File: src/rtl/eps_pkg.sv
package eps_pkg;
  typedef enum logic [1:0] {
    MODE_CODE  = 2'd0,
    MODE_TABLE = 2'd1,
    MODE_SEC   = 2'd2,
    MODE_RSVD  = 2'd3
  } prog_mode_e;

  typedef enum logic [1:0] {
    ST_IDLE  = 2'd0,
    ST_PULSE = 2'd1,
    ST_GAP   = 2'd2
  } seq_state_e;
endpackage

File: src/rtl/eps_timer.sv
module eps_timer #(
  parameter int TMR_W = 8
) (
  input  logic             clk_i,
  input  logic             rst_ni,
  input  logic             load_i,
  input  logic [TMR_W-1:0] count_i,
  output logic             expire_o
);
  logic [TMR_W-1:0] cnt_q;

  always_ff @(posedge clk_i or negedge rst_ni) begin
    if (!rst_ni) cnt_q <= '0;
    else if (load_i) cnt_q <= (count_i == '0) ? TMR_W'(1) : count_i;
    else if (cnt_q != '0) cnt_q <= cnt_q - TMR_W'(1);
  end

  assign expire_o = (cnt_q == TMR_W'(1));
endmodule

File: src/rtl/eps_req_check.sv
module eps_req_check
  import eps_pkg::*;
#(
  parameter int ADDR_W     = 13,
  parameter int TABLE_LAST = 31
) (
  input  logic [1:0]        mode_i,
  input  logic [ADDR_W-1:0] addr_i,
  input  logic [1:0]        lock_i,
  output logic              accept_o
);
  logic locked;
  assign locked = |lock_i;

  always_comb begin
    unique case (prog_mode_e'(mode_i))
      MODE_CODE:  accept_o = !locked;
      MODE_TABLE: accept_o = !locked && (32'(addr_i) <= 32'(TABLE_LAST));
      MODE_SEC:   accept_o = 1'b1;
      default:    accept_o = 1'b0;
    endcase
  end
endmodule

File: src/rtl/eps_lock.sv
module eps_lock #(
  parameter int SEC_BITS = 2
) (
  input  logic                clk_i,
  input  logic                rst_ni,
  input  logic                set_i,
  input  logic [SEC_BITS-1:0] bits_i,
  output logic [SEC_BITS-1:0] lock_o
);
  always_ff @(posedge clk_i or negedge rst_ni) begin
    if (!rst_ni) lock_o <= '0;
    else if (set_i) lock_o <= lock_o | bits_i;
  end
endmodule

File: src/rtl/eprom_pulse_seq.sv
module eprom_pulse_seq
  import eps_pkg::*;
#(
  parameter int ADDR_W     = 13,
  parameter int DATA_W     = 8,
  parameter int TMR_W      = 8,
  parameter int PULSES     = 25,
  parameter int TABLE_LAST = 31
) (
  input  logic              clk_i,
  input  logic              rst_ni,
  input  logic              start_i,
  input  logic [1:0]        mode_i,
  input  logic [ADDR_W-1:0] addr_i,
  input  logic [DATA_W-1:0] data_i,
  input  logic [TMR_W-1:0]  pulse_cnt_i,
  input  logic [TMR_W-1:0]  gap_cnt_i,
  output logic              prog_no,
  output logic [ADDR_W-1:0] arr_addr_o,
  output logic [DATA_W-1:0] arr_data_o,
  output logic              busy_o,
  output logic              done_o,
  output logic              error_o,
  output logic [1:0]        lock_o
);
  localparam int IDX_W = $clog2(PULSES + 1);

  seq_state_e        state_q;
  logic [IDX_W-1:0]  idx_q;
  logic [TMR_W-1:0]  pulse_q, gap_q;
  logic [1:0]        mode_q;
  logic              accept, start_ok, start_bad;
  logic              tmr_load, tmr_exp, last_gap_end;
  logic [TMR_W-1:0]  tmr_val;

  eps_req_check #(.ADDR_W(ADDR_W), .TABLE_LAST(TABLE_LAST)) u_check (
    .mode_i  (mode_i),
    .addr_i  (addr_i),
    .lock_i  (lock_o),
    .accept_o(accept)
  );

  assign start_ok  = (state_q == ST_IDLE) && start_i && accept;
  assign start_bad = (state_q == ST_IDLE) && start_i && !accept;
  assign last_gap_end = (state_q == ST_GAP) && tmr_exp && (idx_q == IDX_W'(PULSES));

  assign tmr_load = start_ok
                  || ((state_q == ST_PULSE) && tmr_exp)
                  || ((state_q == ST_GAP) && tmr_exp && !last_gap_end);

  always_comb begin
    unique case (state_q)
      ST_IDLE:  tmr_val = pulse_cnt_i;
      ST_PULSE: tmr_val = gap_q;
      default:  tmr_val = pulse_q;
    endcase
  end

  eps_timer #(.TMR_W(TMR_W)) u_timer (
    .clk_i   (clk_i),
    .rst_ni  (rst_ni),
    .load_i  (tmr_load),
    .count_i (tmr_val),
    .expire_o(tmr_exp)
  );

  eps_lock #(.SEC_BITS(2)) u_lock (
    .clk_i (clk_i),
    .rst_ni(rst_ni),
    .set_i (last_gap_end && (prog_mode_e'(mode_q) == MODE_SEC)),
    .bits_i(arr_data_o[1:0]),
    .lock_o(lock_o)
  );

  always_ff @(posedge clk_i or negedge rst_ni) begin
    if (!rst_ni) begin
      state_q    <= ST_IDLE;
      idx_q      <= '0;
      pulse_q    <= '0;
      gap_q      <= '0;
      mode_q     <= '0;
      arr_addr_o <= '0;
      arr_data_o <= '0;
      done_o     <= 1'b0;
      error_o    <= 1'b0;
    end else begin
      done_o  <= last_gap_end;
      error_o <= start_bad;
      unique case (state_q)
        ST_IDLE: if (start_ok) begin
          state_q    <= ST_PULSE;
          idx_q      <= '0;
          pulse_q    <= pulse_cnt_i;
          gap_q      <= gap_cnt_i;
          mode_q     <= mode_i;
          arr_addr_o <= addr_i;
          arr_data_o <= data_i;
        end
        ST_PULSE: if (tmr_exp) begin
          state_q <= ST_GAP;
          idx_q   <= idx_q + IDX_W'(1);
        end
        default: if (tmr_exp) state_q <= last_gap_end ? ST_IDLE : ST_PULSE;
      endcase
    end
  end

  assign prog_no = (state_q != ST_PULSE);
  assign busy_o  = (state_q != ST_IDLE);
endmodule

File: config.mk
export PLATFORM = sky130hd
export DESIGN_NAME = eprom_pulse_seq
export DESIGN_NICKNAME = d
export VERILOG_FILES = /design/src/rtl/eps_pkg.sv /design/src/rtl/eps_timer.sv /design/src/rtl/eps_req_check.sv /design/src/rtl/eps_lock.sv /design/src/rtl/eprom_pulse_seq.sv
export SDC_FILE = /design/constraint.sdc
export NUM_CORES = 1
export LEC_CHECK = 0
export BUFFER_PORTS_ARGS = -buffer_cell sky130_fd_sc_hd__buf_2
export CAP_MARGIN = 20
export CORE_AREA = 2 2 75 91
export DETAILED_ROUTE_END_ITERATION = 16
export DIE_AREA = 0 0 77 93
export PLACE_DENSITY = 0.71
export SYNTH_ARGS = -nofsm -noshare
export SYNTH_HDL_FRONTEND = slang
export SYNTH_SLANG_ARGS = --single-unit
File: constraint.sdc
create_clock -name clk_i -period 1.8 [get_ports clk_i]
set_input_delay 0.18 -clock clk_i [delete_from_list [all_inputs] [get_ports clk_i]]
set_output_delay 0.18 -clock clk_i [all_outputs]
set_load 0.05 [all_outputs]
# == After elaboration in Yosys (flattened, before gate mapping) ==
# Index checks and enable logic that the tools add are counted.
# classes
order_cmp,1
n_reduce_logical,26
mux,13
addsub,2
eq_ne,10
bitwise_logic,1
# op_table
cell,n
$mux W8,3
$pmux W8 S2,1
$le A13 B5 Y1 const B,1
$mux W5,2
$pmux W5 S2,1
$logic_and A1 B1 Y1,9
$eq A8 B1 Y1 const B,1
$logic_not A8 Y1,1
$reduce_bool A2 Y1,4
$reduce_bool A8 Y1,1
$sub A8 B1 Y8 const B,1
$eq A2 B2 Y1 const B,3
$mux W2,3
$reduce_and A3 Y1,2
$add A5 B1 Y5 const B,1
$eq A5 B5 Y1 const B,1
$eq A2 B1 Y1 const B,2
$logic_not A2 Y1,2
$ne A2 B2 Y1 const B,2
$pmux W2 S2,1
$logic_not A1 Y1,3
$pmux W1 S3,1
$logic_or A1 B1 Y1,2
$ne A2 B1 Y1 const B,1
4 further kinds,4
# word_totals
reg_bits,58
elab_cells,64
out_inout_bits,27
inputBits,42

# == Longest topological paths before layout ==
# logic_depth
word_depth,8
ltp_mapped,8
depth_no_buf,7

# == Cells and area by module ==
# A second synthesis with hierarchy kept.
# hier_totals
cells_unflattened,308
area_unflattened_um2,2740.1
# modules_own_cells
module,n_inst,cells_per_inst,seq_area_each_um2,area_each_um2
eprom_pulse_seq,1,240,1201.2,2114.5
eps_timer,1,57,200.2,528.0
eps_lock,1,4,50.0,65.1
eps_req_check,1,7,0.0,32.5

# == Worst setup path after synthesis ==
# OpenSTA, ideal clock, no wires.
# synth_timing
path_kind,register to register
startpoint,reg state_q[1]
endpoint,reg idx_q[1]
path_stages_with_launch,6
arrival_ns,1.675
synth_period_minus_slack_ns,1.799
required_time_ns,1.675
setup_slack_ns,0.001
setup_time_ns,0.125
path_buffers,1
cell_sequence,dfrtp_1 buf_2 or2b_1 and4bb_4 nor2_1 mux2_2
# synth_between
elab_chain_cells,5
elab_cells_between_ends,9
classes_between,3 x eq/ne; 1 x mux; 5 x reduce/logical
# synth_lines
item,line_no,text
from (decl),eprom_pulse_seq.sv:28,seq_state_e state_q;
from (signal assigned),eprom_pulse_seq.sv:103,default: if (tmr_exp) state_q <= last_gap_end ? ST_IDLE : ST_PULSE;
$logic_not A2 Y1,"eprom_pulse_seq.sv:43, eprom_pulse_seq.sv:89",
$logic_and A1 B1 Y1 (2 in a row),eprom_pulse_seq.sv:43,assign start_ok = (state_q == ST_IDLE) && start_i && accept;
$ne A2 B2 Y1 (no source line),--,
$reduce_and A3 Y1 (no source line),--,
to (signal assigned),eprom_pulse_seq.sv:101,idx_q <= idx_q + IDX_W'(1);
to (decl),eprom_pulse_seq.sv:29,logic [IDX_W-1:0] idx_q;
# Parallel ways exist; a longest one is shown, timed or not.
# A chain may end at the register's enable or synchronous reset.

# == Final worst setup path ==
# layout_timing
startpoint,reg u_timer.cnt_q[2]
endpoint,reg u_timer.cnt_q[7]
# layout_between
elab_chain_cells,7
elab_cells_between_ends,13
classes_between,1 x add/sub; 1 x eq/ne; 2 x mux; 9 x reduce/logical
# layout_lines
item,line_no,text
from (decl),eps_timer.sv:10,logic [TMR_W-1:0] cnt_q;
from (signal assigned),eps_timer.sv:14,else if (load_i) cnt_q <= (count_i == '0) ? TMR_W'(1) : count_i;
from (signal assigned),eps_timer.sv:15,else if (cnt_q != '0) cnt_q <= cnt_q - TMR_W'(1);
"parallel branches: the longest is 7 deep, another holds $sub A8 B1 Y8",--,
# Parallel ways; which one is timed is not known. The select of a mux whose other input is x is not followed.

==> out/qor.txt <==
status: finished clean
Initial Utilization: 43.8%
first-pass GRT wire length: 9130 um
Post-synth EDFFs: 0
Synth top area share: 52.4%
synth unique cells: 42
top post-synthesis cells by count: dfrtp_1, mux2_2, nor2_1
clock sinks: 58
fillcell total: 578
largest net degree at the start of global routing: 36
CORE AREA: 6330 um^2
drt drc: 0
area leader, netlist: dfrtp_1
I/O pins: 69
vias: 1915
CP max FO: 4
final number of max-transition violations: 0
Via density: 4.90
half-perimeter wire length after placement: 3920 um
syn avg cell area: 13.0 um^2
critical path required time: 2.02 ns
VDD IR max: 0.00111 V
DP Worst Slack: 0.0523 ns
Syn Nets: 259
Root Driver: clkbuf_8
dominant cells by area after synthesis: dfrtp_1, mux2_2, mux2i_1
Post-synth top flop: dfrtp_1
Post-Syn Area: 2770 um^2
CTS H-tree depth: 3
share of cells above drive strength 1: 48.0%
Tmin final: 1.73 ns
Worst-path clk slew: 0.06 ns
worst min-delay path category: in -> reg
Rows: 32
Power Dens Cells: 1750 nW/um^2
max cap viols: 0
final clock skew: 0.00432 ns
Final Cycle Share: 96.1%
Setup TNS Final: 0 ns
Die Y: 93 um
Arr. time, crit path: 1.95 ns
average wire per standard cell: 13.5 um
Fin. Hold Viols: 0
vias in the first global route: 1978
crit start category: register
FF/Latch Area: 1450 um^2
die area: 7160 um^2
WS Path Type: reg -> reg
input/output buffers: 68
Routed Antenna Nets: 0
final setup fails: 0
TritonCTS clock tree: built
Worst Tran Pin Value: 0.564 ns
gpl congestion: 0.754
sequential share of the synthesized area: 52.4%
P&R area growth vs syn: 26.5%
Post-synth ARST share: 100%
Synth Register Bits: 58
RSZ-0062 raised after global routing: false
Total GRT Usage: 16.2%
Nets: 347
Clk Latency, worst-skew pair: 0.32 ns
initial antenna violation count: 0
area occupied by multi-input gates: 1210 um^2
Mapped Cells: 213
setup ws final: 0.0706 ns
fmax: 0.578 GHz
detailed-router iteration count before antenna repair: 4
DIE WIDTH: 77 um
diode count: 0
Num CTS Buffers: 9
Ys Warns: 0
most common cell in the synthesized netlist: dfrtp_1
Slew Limit Headroom: 62.4%
Pleak: 0.00175 uW
GRT overflow: 0
crit end category: register
Total Wirelength: 5270 um
Clock Tree Buf Depth: 2
initial drt markers: 32
==> worst max-delay path: stages (launching register included) <==
cell	delay, ns
dfrtp_1	0.42
or4_4	0.54
nor4_2	0.16
mux2_2	0.36
nor2_1	0.11
a21oi_2	0.04
==> worst paths after layout <==
kind	from	endpoint	slack, ns	cells past startpoint
setup / recovery	u_timer.cnt_q[2]$_DFFE_PN0P_	u_timer.cnt_q[7]$_DFFE_PN0P_	0.07	5
setup reg to reg	u_timer.cnt_q[2]$_DFFE_PN0P_	u_timer.cnt_q[7]$_DFFE_PN0P_	0.07	5
hold reg to reg	mode_q[0]$_DFFE_PN0P_	mode_q[0]$_DFFE_PN0P_	0.48	1
max in group asynchronous	rst_ni	state_q[0]$_DFFE_PN0P_	0.82	3
hold / removal	gap_cnt_i[3]	gap_q[3]$_DFFE_PN0P_	0.07	2
min in group asynchronous	rst_ni	pulse_q[5]$_DFFE_PN0P_	0.39	2
==> repair_timing <==
action | 4_1_cts | 5_1_grt
setup endpoints to repair | 0 | 4
hold buffers | 1 | 0
gates resized for setup | 0 | 4
buffers inserted | 0 | 3
endpoints found under the hold margin | 23 | 0
==> stage by stage <==
stage	hold slack (ns)	instance area [um^2]	total power [uW]	util, %	std cells
after floorplan	-0.116	2770	4320	-	213
after global placement	0.203	3280	4980	51.9	371
after detailed placement	0.199	3280	5050	51.9	371
after CTS	0.0559	3480	6160	54.9	388
after global routing	0.0559	3510	6530	55.4	391
final	0.0724	3510	6150	55.4	391
==> sequential cells by signal, indices dropped and copies added (netlist names) <==
register and cells:
arr_data_o 8, error_o 1, u_timer.cnt_q 8, state_q 2
pulse_q 8, idx_q 5, u_lock.lock_o 2, done_o 1
gap_q 8, arr_addr_o 13, mode_q 2
==> power by group <==
group / total, uW / internal (uW) / switching, uW / leakage [uW]
sequential: 2260 / 1880 / 381 / 0.000725
clock: 1080 / 609 / 474 / 0.0000965
combinational: 2810 / 1120 / 1690 / 0.000926
total: 6150 / 3600 / 2550 / 0.00175
==> kinds of logic (layout without fill, tap and decap cells) <==
logic type | count (synthesis) | in the layout | synth area share [%]
and+or+nand+nor | 45 | 45 | 11.2
AOI/OAI and AO/OA | 25 | 25 | 6.00
adders and majority gates | 4 | 4 | 1.81
muxes | 57 | 57 | 22.8
buffers and inverters | 18 | 111 | 4.02
xor gates and xnor gates | 6 | 6 | 1.90
DFF | 58 | 58 | 52.4
==> area by class of cell <==
cell class              count  share of cell area, %
clock buffers              14                   4.92
multi-input cells         137                   34.6
well taps                  85                   3.03
inverters                   9                  0.963
repair buffers             86                   14.8
flip-flops and latches     58                   41.4
clock inverters             2                  0.285
==> per-layer routing <==
metal / up-vias / global-route usage, % / routed length (um)
met2: 41 / 26.2 / 2640
met5: - / 0 / 0
met4: 0 / 7.14 / 59
met3: 5 / 4.92 / 276
li1: 929 / - / -
met1: 940 / 20.1 / 2290
==> cell usage in the layout (no fill, tap or decap), types with 2 or more instances in the layout <==
cell type and count:
mux2_2 34, buf_2 68, o31ai_1 2, buf_12 3, dfrtp_1 57, nor3_1 4, mux2_1 10, xor2_1 3
and2b_1 2, o21ai_0 2, mux2i_1 11, nor4_2 2, a21o_1 3, ha_1 4, clkbuf_8 12, xnor2_1 3
nand2_1 6, clkbuf_1 2, a21oi_1 10, clkinv_2 2, nand4_1 3, buf_4 13, nor4_4 2, inv_1 9
nor2_1 16
Power figures use the tool's default switching activity.
